$ cat config.mk
export PLATFORM = sky130hd
export DESIGN_NAME = pga_spi3_ctrl
export DESIGN_NICKNAME = d
export VERILOG_FILES = /design/src/rtl/pga_spi3_pkg.sv /design/src/rtl/pga_spi3_sync.sv /design/src/rtl/pga_spi3_rx.sv /design/src/rtl/pga_spi3_cmd.sv /design/src/rtl/pga_spi3_tx.sv /design/src/rtl/pga_spi3_ctrl.sv
export SDC_FILE = /design/constraint.sdc
export NUM_CORES = 1
export LEC_CHECK = 0
export BUFFER_PORTS_ARGS = -buffer_cell sky130_fd_sc_hd__buf_2
export CAP_MARGIN = 5
export CORE_MARGIN = 5
export CORE_UTILIZATION = 63
export DETAILED_ROUTE_END_ITERATION = 12
export PLACE_DENSITY_LB_ADDON = 0.12
export SLEW_MARGIN = 10
export SYNTH_ARGS = -nofsm -noshare
export SYNTH_HDL_FRONTEND = slang
export SYNTH_SLANG_ARGS = --single-unit
$ cat constraint.sdc
create_clock -name clk -period 4.4 [get_ports clk]
set_input_delay 0.88 -clock clk [delete_from_list [all_inputs] [get_ports clk]]
set_output_delay 0.88 -clock clk [all_outputs]
set_load 0.1 [all_outputs]
$ cat src/rtl/pga_spi3_pkg.sv
package pga_spi3_pkg;
  localparam int unsigned CMD_W  = 16;
  localparam int unsigned GAIN_W = 4;
  localparam int unsigned CHAN_W = 4;

  localparam logic [CMD_W-1:0] CMD_READ   = 16'h6A00;
  localparam logic [CMD_W-1:0] CMD_NOP    = 16'h0000;
  localparam logic [CMD_W-1:0] CMD_SD_ON  = 16'hE1F1;
  localparam logic [CMD_W-1:0] CMD_SD_OFF = 16'hE100;
  localparam logic [7:0]       WR_HDR     = 8'h2A;

  typedef struct packed {
    logic [GAIN_W-1:0] gain;
    logic [CHAN_W-1:0] chan;
    logic              sd;
  } cfg_t;
endpackage

$ cat src/rtl/pga_spi3_sync.sv
module pga_spi3_sync #(
  parameter int              STAGES  = 2,
  parameter int              NSIG    = 3,
  parameter logic [NSIG-1:0] RST_VAL = '0
) (
  input  logic            clk,
  input  logic            rst_n,
  input  logic [NSIG-1:0] async_in,
  output logic [NSIG-1:0] lvl,
  output logic [NSIG-1:0] rise,
  output logic [NSIG-1:0] fall
);
  logic [NSIG-1:0] prev_q;

  for (genvar g = 0; g < NSIG; g++) begin : g_sig
    logic [STAGES-1:0] sh_q;
    logic [STAGES-1:0] sh_d;

    always_comb sh_d = {sh_q[STAGES-2:0], async_in[g]};

    always_ff @(posedge clk or negedge rst_n) begin
      if (!rst_n) sh_q <= {STAGES{RST_VAL[g]}};
      else        sh_q <= sh_d;
    end

    assign lvl[g] = sh_q[STAGES-1];
  end

  always_ff @(posedge clk or negedge rst_n) begin
    if (!rst_n) prev_q <= RST_VAL;
    else        prev_q <= lvl;
  end

  assign rise = lvl & ~prev_q;
  assign fall = ~lvl & prev_q;
endmodule

$ cat src/rtl/pga_spi3_rx.sv
module pga_spi3_rx #(
  parameter int WORD_W = 16
) (
  input  logic              clk,
  input  logic              rst_n,
  input  logic              frame_start,
  input  logic              bit_stb,
  input  logic              bit_in,
  output logic [WORD_W-1:0] word,
  output logic              len_ok,
  output logic              any_bit
);
  localparam int CNT_W = $clog2(WORD_W);

  logic [CNT_W-1:0]  cnt_q, cnt_d;
  logic              full_q, full_d;
  logic [WORD_W-1:0] sh_q, sh_d;
  logic              en;

  always_comb begin
    en     = frame_start | bit_stb;
    cnt_d  = cnt_q;
    full_d = full_q;
    sh_d   = sh_q;
    if (frame_start) begin
      cnt_d  = '0;
      full_d = 1'b0;
    end else if (bit_stb) begin
      cnt_d = cnt_q + 1'b1;
      if (cnt_q == CNT_W'(WORD_W - 1)) full_d = 1'b1;
      sh_d = {sh_q[WORD_W-2:0], bit_in};
    end
  end

  always_ff @(posedge clk or negedge rst_n) begin
    if (!rst_n) begin
      cnt_q  <= '0;
      full_q <= 1'b0;
      sh_q   <= '0;
    end else if (en) begin
      cnt_q  <= cnt_d;
      full_q <= full_d;
      sh_q   <= sh_d;
    end
  end

  assign word    = sh_q;
  assign len_ok  = full_q & (cnt_q == '0);
  assign any_bit = full_q | (cnt_q != '0);

  // every frame starts with a cleared clock count
  a_r3_count_cleared: assert property (@(posedge clk) disable iff (!rst_n)
    frame_start |=> (cnt_q == '0) && !full_q);

  // each sampled bit enters at the LSB, older bits move up
  a_r4_shift_order: assert property (@(posedge clk) disable iff (!rst_n)
    (bit_stb && !frame_start) |=>
      (sh_q[0] == $past(bit_in)) && (sh_q[WORD_W-1:1] == $past(sh_q[WORD_W-2:0])));
endmodule

$ cat src/rtl/pga_spi3_cmd.sv
module pga_spi3_cmd
  import pga_spi3_pkg::*;
(
  input  logic             clk,
  input  logic             rst_n,
  input  logic             frame_end,
  input  logic             len_ok,
  input  logic [CMD_W-1:0] word,
  output cfg_t             cfg,
  output logic             resp_mode
);
  cfg_t cfg_q, cfg_d;
  logic resp_q, resp_d;
  logic commit;

  always_comb begin
    commit = frame_end & len_ok;
    cfg_d  = cfg_q;
    resp_d = resp_q;
    if (commit) begin
      if (resp_q) begin
        resp_d = 1'b0;
      end else if (word == CMD_READ) begin
        resp_d = 1'b1;
      end else if (word == CMD_SD_ON) begin
        cfg_d.sd = 1'b1;
      end else if (word == CMD_SD_OFF) begin
        cfg_d.sd = 1'b0;
      end else if (word[15:8] == WR_HDR && !word[7]) begin
        cfg_d.gain = word[7:4];
        cfg_d.chan = word[3:0];
      end
    end
  end

  always_ff @(posedge clk or negedge rst_n) begin
    if (!rst_n) begin
      cfg_q  <= '0;
      resp_q <= 1'b0;
    end else if (commit) begin
      cfg_q  <= cfg_d;
      resp_q <= resp_d;
    end
  end

  assign cfg       = cfg_q;
  assign resp_mode = resp_q;

  // configuration moves only on a chip-select release
  a_r2_commit_at_release: assert property (@(posedge clk) disable iff (!rst_n)
    !frame_end |=> $stable(cfg_q) && $stable(resp_q));

  // a bad-length frame touches nothing
  a_r3_bad_len_hold: assert property (@(posedge clk) disable iff (!rst_n)
    (frame_end && !len_ok) |=> $stable(cfg_q) && $stable(resp_q));

  // a gain code above 7 never reaches the register
  a_r6_gain_in_range: assert property (@(posedge clk) disable iff (!rst_n)
    cfg_q.gain[GAIN_W-1] == 1'b0);

  // a valid response frame returns the line to receive
  a_r8_resp_ends: assert property (@(posedge clk) disable iff (!rst_n)
    (resp_q && frame_end && len_ok) |=> !resp_q);
endmodule

$ cat src/rtl/pga_spi3_tx.sv
module pga_spi3_tx #(
  parameter int WORD_W = 16
) (
  input  logic              clk,
  input  logic              rst_n,
  input  logic              frame_start,
  input  logic              shift_stb,
  input  logic              cs_active,
  input  logic              resp_mode,
  input  logic [WORD_W-1:0] load_word,
  output logic              dio_out,
  output logic              dio_oe
);
  logic [WORD_W-1:0] tx_q, tx_d;
  logic              en;

  always_comb begin
    en   = frame_start | shift_stb;
    tx_d = tx_q;
    if (frame_start)    tx_d = load_word;
    else if (shift_stb) tx_d = {tx_q[WORD_W-2:0], 1'b0};
  end

  always_ff @(posedge clk or negedge rst_n) begin
    if (!rst_n)  tx_q <= '0;
    else if (en) tx_q <= tx_d;
  end

  assign dio_out = tx_q[WORD_W-1];
  assign dio_oe  = resp_mode & cs_active;

  // outgoing bit changes only at frame start or after a falling clock edge
  a_r7_out_on_fall: assert property (@(posedge clk) disable iff (!rst_n)
    (!frame_start && !shift_stb) |=> $stable(dio_out));
endmodule

$ cat src/rtl/pga_spi3_ctrl.sv
module pga_spi3_ctrl
  import pga_spi3_pkg::*;
#(
  parameter int SYNC_STAGES = 2
) (
  input  logic              clk,
  input  logic              rst_n,
  input  logic              spi_sclk,
  input  logic              spi_cs_n,
  input  logic              dio_in,
  output logic              dio_out,
  output logic              dio_oe,
  output logic [GAIN_W-1:0] gain_code,
  output logic [CHAN_W-1:0] chan_code,
  output logic              shutdown
);
  localparam int PIN_SCLK = 0;
  localparam int PIN_DIO  = 1;
  localparam int PIN_CS   = 2;

  logic [1:0] rst_pipe_q;
  logic       rst_ni;
  logic [2:0] pin_lvl, pin_rise, pin_fall;
  logic       cs_active, frame_start, frame_end, bit_stb, shift_stb;
  logic [CMD_W-1:0] rx_word, tx_word;
  logic       len_ok, any_bit, resp_mode;
  cfg_t       cfg;

  always_ff @(posedge clk or negedge rst_n) begin
    if (!rst_n) rst_pipe_q <= 2'b00;
    else        rst_pipe_q <= {rst_pipe_q[0], 1'b1};
  end
  assign rst_ni = rst_pipe_q[1];

  pga_spi3_sync #(
    .STAGES (SYNC_STAGES),
    .NSIG   (3),
    .RST_VAL(3'b100)
  ) u_sync (
    .clk     (clk),
    .rst_n   (rst_ni),
    .async_in({spi_cs_n, dio_in, spi_sclk}),
    .lvl     (pin_lvl),
    .rise    (pin_rise),
    .fall    (pin_fall)
  );

  assign cs_active   = ~pin_lvl[PIN_CS];
  assign frame_start = pin_fall[PIN_CS];
  assign frame_end   = pin_rise[PIN_CS];
  assign bit_stb     = pin_rise[PIN_SCLK] & cs_active;
  assign shift_stb   = pin_fall[PIN_SCLK] & cs_active & any_bit;

  pga_spi3_rx #(.WORD_W(CMD_W)) u_rx (
    .clk        (clk),
    .rst_n      (rst_ni),
    .frame_start(frame_start),
    .bit_stb    (bit_stb),
    .bit_in     (pin_lvl[PIN_DIO]),
    .word       (rx_word),
    .len_ok     (len_ok),
    .any_bit    (any_bit)
  );

  pga_spi3_cmd u_cmd (
    .clk      (clk),
    .rst_n    (rst_ni),
    .frame_end(frame_end),
    .len_ok   (len_ok),
    .word     (rx_word),
    .cfg      (cfg),
    .resp_mode(resp_mode)
  );

  assign tx_word = {WR_HDR, cfg.gain, cfg.chan};

  pga_spi3_tx #(.WORD_W(CMD_W)) u_tx (
    .clk        (clk),
    .rst_n      (rst_ni),
    .frame_start(frame_start),
    .shift_stb  (shift_stb),
    .cs_active  (cs_active),
    .resp_mode  (resp_mode),
    .load_word  (tx_word),
    .dio_out    (dio_out),
    .dio_oe     (dio_oe)
  );

  assign gain_code = cfg.gain;
  assign chan_code = cfg.chan;
  assign shutdown  = cfg.sd;

  // no drive on the data line while select is high
  a_r9_hiz_when_idle: assert property (@(posedge clk) disable iff (!rst_ni)
    pin_lvl[PIN_CS] |-> !dio_oe);
endmodule

==> results of run 1 <==
## flip-flops by register name, summed over array words and instances (netlist names)
name               flops
u_rx.word             16
u_tx.tx_q             16
u_cmd.cfg              9
u_sync.g_sig.sh_q      6
u_rx.cnt_q             4
rst_pipe_q             2
u_sync.prev_q          2
u_cmd.resp_mode        1
u_rx.full_q            1
## power by group through the flow
stage	registers, mW	clock network, mW	logic, mW
finish	0.612	0.545	0.0821
global route	0.619	0.585	0.0927
CTS	0.613	0.555	0.0830
detailed placement	0.621	0	0.0824
global placement	0.617	0	0.0755
floorplan	0.608	0	0.0681
## cell families (layout without fill, tap and decap cells)
logic type,Yosys count,after routing,share of synthesized area (%)
fa+ha+maj,2,2,1.069
mux,23,23,11.06
buf+inv,10,34,2.726
xor+xnor,1,1,0.3742
compound gates,29,29,7.109
flops,57,57,61.09
other cells,1,1,0.1602
simple gates,70,70,16.41
## layer usage
layer / vias to the layer above / GRT usage, % / part of all wire (%)
met2: 27 / 31.51 / 52
met1: 754 / 23.16 / 42
li1: 703 / - / -
met5: - / 0 / 0
met3: 6 / 8.523 / 4.5
met4: 0 / 7.933 / 1.2
## final timing paths
kind                       slack, ns                       to  cells past startpoint                     from
max                             2.23                   dio_oe                      2  u_sync.g_sig[2].sh_q[1]
min                             0.32            rst_pipe_q[0]                      1                    rst_n
max reg2reg                     2.36             u_cmd.cfg[2]                      6            u_rx.cnt_q[0]
min reg2reg                     0.35  u_sync.g_sig[0].sh_q[1]                      0  u_sync.g_sig[0].sh_q[0]
max in group asynchronous       3.59          u_cmd.resp_mode                      0            rst_pipe_q[1]
min in group clk                0.35  u_sync.g_sig[0].sh_q[1]                      0  u_sync.g_sig[0].sh_q[0]
## final cells by class
cell class / instances / area share, %
sequential: 57 / 53.90
multi-input combinational: 126 / 31.84
clock buffer: 11 / 5.691
tap: 48 / 2.258
clock inverter: 5 / 2.916
inverter: 2 / 0.2822
timing repair buffer: 16 / 3.104
## cell usage in the layout (no fill, tap or decap), types with 2 or more instances in the layout
| cell | n |
|---|---|
| a21oi_1 | 18 |
| and2b_1 | 2 |
| and3_1 | 2 |
| buf_2 | 15 |
| bufinv_16 | 2 |
| clkbuf_8 | 11 |
| clkinv_2 | 2 |
| dfrtp_1 | 53 |
| dfstp_2 | 3 |
| ha_1 | 2 |
| inv_1 | 2 |
| mux2_2 | 23 |
| nand2_1 | 29 |
| nand2b_1 | 2 |
| nand3_1 | 7 |
| nand3b_1 | 2 |
| nor2_1 | 12 |
| nor2b_1 | 2 |
| nor3b_2 | 2 |
| o21ai_0 | 3 |
| o31ai_1 | 2 |
## metrics by stage
step	cells	utilization (%)	instance area [um2]	setup slack, ns
after floorplan	193	-	2341	1.789
after global placement	249	66.84	2429	2.484
after detailed placement	249	66.84	2429	2.356
after CTS	265	73.14	2658	2.207
after global routing	265	73.21	2660	2.140
final	265	73.21	2660	2.227
## worst max-delay path: cells and delay by family, from the launching register on
family	cells	cell delay (ns)
flip-flops	1	0.61
AND/OR/NAND/NOR	1	0.06
buffers and inverters	1	0.29
==> reports/metrics.cfg, run 1 <==
[timing]
fmax_mhz = 460.1
worst_slew_margin_rel_pct = 55.58
setup_viol_count_final = 0
hold_viol = 0
post-route-min-period_ns = 2.173
period_share_pct = 49.39
whs_ns = 0.3186
rsz0062_at_grt = no
maxSlewViolCount = 0
fin_skew_ns = 0.003812
fin_tns_setup_ns = 0
worst_slew_pin_slew_ns = 0.6663

[synthesis]
syn_inst = 193
syn_nets = 200
ys_seq_area_share_pct = 61.09
synthFlopType = dfrtp_1
yosys.area.top_type = dfrtp_1
synth-seq-cells = 57
yosysTopAreaCellShare_pct = 57.72
yosys_warnings = 0
avgSynthCellArea_um2 = 12.13
yosysUniqueCellTypes = 38
synth_most_common_cell = dfrtp_1
synth_area_um2 = 2341
yosys-top-cells-count = dfrtp_1, nand2_1, mux2_2
synth_area_leaders = dfrtp_1, mux2_2, nand2_1
synth_edf_count = 0
ys_async_sr_fraction_pct = 100.0

[clock_tree]
post_cts_buffers = 0
cts_tree = yes
clock_latency_ns = 0.33
ctsLongestPathBuffers = 2
cts-resized-gates = 0
numCtsBuffers = 9
root_buffer = clkbuf_8
clock_sinks = 57
cts_hold_buf = 0
path_clk_slew_ns = 0.06
cts_max_level = 3

[floorplan]
ios = 16
die-area_um2 = 5035
std_cell_rows = 22
core_area_um2 = 3633
initial_utilization_pct = 64.43
dieWidth_um = 70.96
die_h_um = 70.96

[placement]
hpwlAfterDp_mm = 2.808
place_congestion = 0.7797
port_buffers = 15

[worst_setup_path]
crit_fanout = 9
critical-path-slowest-cell = dfstp_2
worstPathRequired_ns = 3.52
slowest_delay_ns = 0.61
critPathCaptureType = output port
criticalPathCategory = reg -> out
worstSetupStartpointType = flip-flop
crit_chain = nor2b_1 > buf_2
arrival_ns = 1.29

[pwr]
combPwrFrac_pct = 6.6
switching_share_pct = 22.99
p_int_mw = 0.9539
switchingPower_mw = 0.2847
p_seq_share_pct = 49.4
p_per_area_nw_per_um2 = 465.6
vdd.ir_drop.worst_mv = 0.3574
p_leak_nw = 1.284
power_frac_clock_pct = 44.0
total_power_mw = 1.239

[grt]
grt_pass1_vias = 1630
track_usage_pct = 19.59
grt_max_degree = 56
overflow = 0
grt_pass1_wl_mm = 7.479
antenna_found_initial = 0

[final_layout]
area_growth_pct = 13.63
regArea_um2 = 1434
layout-drive-gt1-share_pct = 29.95
fillers = 272
diodes = 0
multi_input_area_um2 = 847.1
nNetsFinal = 219

[flow_run]
maxCapViolCount = 0

[route]
drt_pass1_iterations = 4
routed_via_density = 5.623
routed_wl_mm = 4.159
postRouteAntennaNets = 0
vias = 1490
first_iter_violations = 108
drc = 0
wl_per_cell_um = 15.69

[outcome]
status = completed

[worst_hold_path]
min_path_type = in -> async

Note: power is estimated with default switching activity, not from simulation.
==> run 2, diff against run 1 <==
--- a/config.mk
+++ b/config.mk
@@ -8,7 +8,7 @@
 export BUFFER_PORTS_ARGS = -buffer_cell sky130_fd_sc_hd__buf_2
 export CAP_MARGIN = 5
 export CORE_MARGIN = 5
-export CORE_UTILIZATION = 63
+export CORE_UTILIZATION = 59
 export DETAILED_ROUTE_END_ITERATION = 12
 export PLACE_DENSITY_LB_ADDON = 0.12
 export SLEW_MARGIN = 10
==> constraint.sdc (replaced) <==
create_clock -name clk -period 2.3 [get_ports clk]
set_input_delay 0.46 -clock clk [delete_from_list [all_inputs] [get_ports clk]]
set_output_delay 0.46 -clock clk [all_outputs]
set_load 0.1 [all_outputs]
==> run 2 against run 1 <==
  * Clock-buffer cell count unchanged
  * Flip-flop and latch count unchanged
  * Via count up 0.40%
  * Combinational power up 110%
  * Non-clock buffer count up 3
  * Clock skew up 0.0078 ns
  * Die area up 5.8%
  * Critical path depth up 4
  * First-iteration DRC count up 51%
==> reports/metrics.cfg, run 2 (synthesized netlist as in run 1, its figures left out) <==
[final_layout]
area_growth_pct = 13.20
fin_cells = 268  ; +1.1%
layout-drive-gt1-share_pct = 30.00  ; +0.046 points
mostFrequentLayoutCells = dfrtp_1, nand2_1, mux2_2
nNetsFinal = 222  ; +1.4%
final_common_cell = dfrtp_1
diodes = 0  ; unchanged

[grt]
antenna_found_initial = 0  ; unchanged
grt_pass1_wl_mm = 7.238  ; -3.2%
grt_max_degree = 56  ; unchanged
overflow = 0  ; unchanged
grt_pass1_vias = 1537  ; -5.7%
track_usage_pct = 18.21  ; -1.4 points

[placement]
port_buffers = 15  ; unchanged
place_congestion = 0.7818  ; +0.27%
hpwlAfterDp_mm = 2.717  ; -3.3%
placedCellCount = 251  ; +0.80%

[worst_hold_path]
min_path_type = in -> reg
holdPathStages = 1

[pwr]
p_int_mw = 1.688  ; +77%
switchingPower_mw = 0.5545  ; +95%
vdd.ir_drop.worst_mv = 0.5706  ; +60%
power_frac_clock_pct = 40.8  ; -3.2 points
p_seq_share_pct = 51.3  ; +1.9 points
combPwrFrac_pct = 7.8  ; +1.2 points
p_leak_nw = 1.278  ; -0.45%
switching_share_pct = 24.72  ; +1.7 points
p_per_area_nw_per_um2 = 846.3  ; +82%

[clock_tree]
cts-resized-gates = 0  ; unchanged
cts_tree = yes
post_cts_buffers = 0  ; unchanged
root_buffer = clkbuf_8
clock_latency_ns = 0.34  ; about the same
numCtsBuffers = 9  ; unchanged
cts_max_level = 3  ; unchanged
path_clk_slew_ns = 0.07  ; about the same
clock_sinks = 57  ; unchanged
ctsLongestPathBuffers = 2  ; unchanged

[worst_setup_path]
criticalPathCategory = reg -> reg
worstSetupStartpointType = flip-flop
worstPathRequired_ns = 2.52  ; -1.00 ns
worstRegToRegCells = 6  ; unchanged
crit_fanout = 8  ; -1
critPathCaptureType = flip-flop
arrival_ns = 2.26  ; +0.97 ns

[route]
vias = 1496  ; +0.40%
routed_via_density = 5.582  ; -0.72%
routed_wl_mm = 4.174  ; +0.36%
drt_pass1_iterations = 4  ; unchanged
postRouteAntennaNets = 0  ; unchanged
first_iter_violations = 163  ; +51%
drc = 0  ; unchanged
wl_per_cell_um = 15.57  ; -0.76%

[timing]
hold_viol = 0  ; unchanged
maxSlewViolCount = 0  ; unchanged
rsz0062_at_grt = no
worst_slew_margin_rel_pct = 55.75  ; +0.17 points
fmax_mhz = 488.9
setup_viol_count_final = 0  ; unchanged
worst_slew_pin_slew_ns = 0.6637  ; -0.002611 ns
fin_skew_ns = 0.01162  ; +0.007805 ns
post-route-min-period_ns = 2.045
period_share_pct = 88.93
fin_tns_setup_ns = 0  ; unchanged

[floorplan]
core_area_um2 = 3744  ; +3.0%
initial_utilization_pct = 62.53  ; -1.9 points
die-area_um2 = 5328  ; +5.8%
die_h_um = 72.99  ; +2.9%
dieWidth_um = 72.99  ; +2.9%
std_cell_rows = 22  ; unchanged
ios = 16  ; unchanged

[flow_run]
maxCapViolCount = 0  ; unchanged

[outcome]
status = completed

## run 2: changes by cell type in the layout (fill, tap and decap cells not counted), sizes merged
| cell | before | now |
|---|---|---|
| buf | 16 | 18 |
| dlygate4sd3 | 0 | 1 |
| clkinvlp | 1 | 2 |
| bufinv | 2 | 1 |
## run 2: worst max-delay path, cell delays in order, from the launching register on
cell and delay (ns):
dfrtp_1 0.40, inv_1 0.11, ha_1 0.17, nor3b_2 0.26
nand4_2 0.17, nor4_4 0.41, mux2_2 0.40
## run 2: power groups by stage
stage	logic, mW	registers, mW	clock network (mW)
after floorplan	0.130	1.16	0
after global routing	0.199	1.16	0.992
after CTS	0.179	1.15	0.935
after global placement	0.166	1.16	0
final	0.176	1.15	0.916
after detailed placement	0.177	1.17	0
## run 2: cell type report
cell class,instances,area [um2]
Fill cell,273,1094
Multi-Input combinational cell,126,847.1
Sequential cell,57,1431
Tap cell,48,60.06
Clock buffer,11,141.4
Clock inverter,5,55.05
Timing Repair Buffer,19,107.6
Inverter,2,7.507
## run 2: path summary, 6_finish.rpt
| kind | startpoint | end | slack [ns] |
|---|---|---|---|
| max | u_rx.cnt_q[0] | u_cmd.cfg[3] | 0.25 |
| min | spi_cs_n | u_sync.g_sig[2].sh_q[0] | 0.22 |
| max reg2reg | u_rx.cnt_q[0] | u_cmd.cfg[3] | 0.25 |
| min reg2reg | rst_pipe_q[0] | rst_pipe_q[1] | 0.36 |
| max in group asynchronous | rst_pipe_q[1] | u_rx.word[14] | 1.47 |
| min in group asynchronous | rst_pipe_q[1] | u_rx.word[4] | 0.38 |
## run 2: per-stage QoR
stage	hold WS (ns)	cell area [um2]	worst slack, ns	power [mW]	utilization (%)
2_1_floorplan	0.1644	2341	0.1094	1.293	-
3_3_place_gp	0.2442	2444	0.3836	1.327	65.27
3_5_place_dp	0.2459	2444	0.2561	1.345	65.27
4_1_cts	0.2036	2650	0.2530	2.265	70.79
5_1_grt	0.1961	2650	0.07886	2.353	70.79
6_report	0.2218	2650	0.2547	2.243	70.79
## run 2: metal layers
metal / GRT usage [%] / routed length, um / vias up
li1: - / - / 713
met1: 21.92 / 1822 / 755
met2: 27.71 / 2127 / 24
met3: 9.229 / 189 / 4
met4: 7.377 / 35 / 0
met5: 0 / 0 / -
## run 2: what timing repair did
action                                 in CTS  in global routing
endpoints found under the hold margin       2                  0
hold buffers                                1                  0
setup endpoints to repair                   0                  0
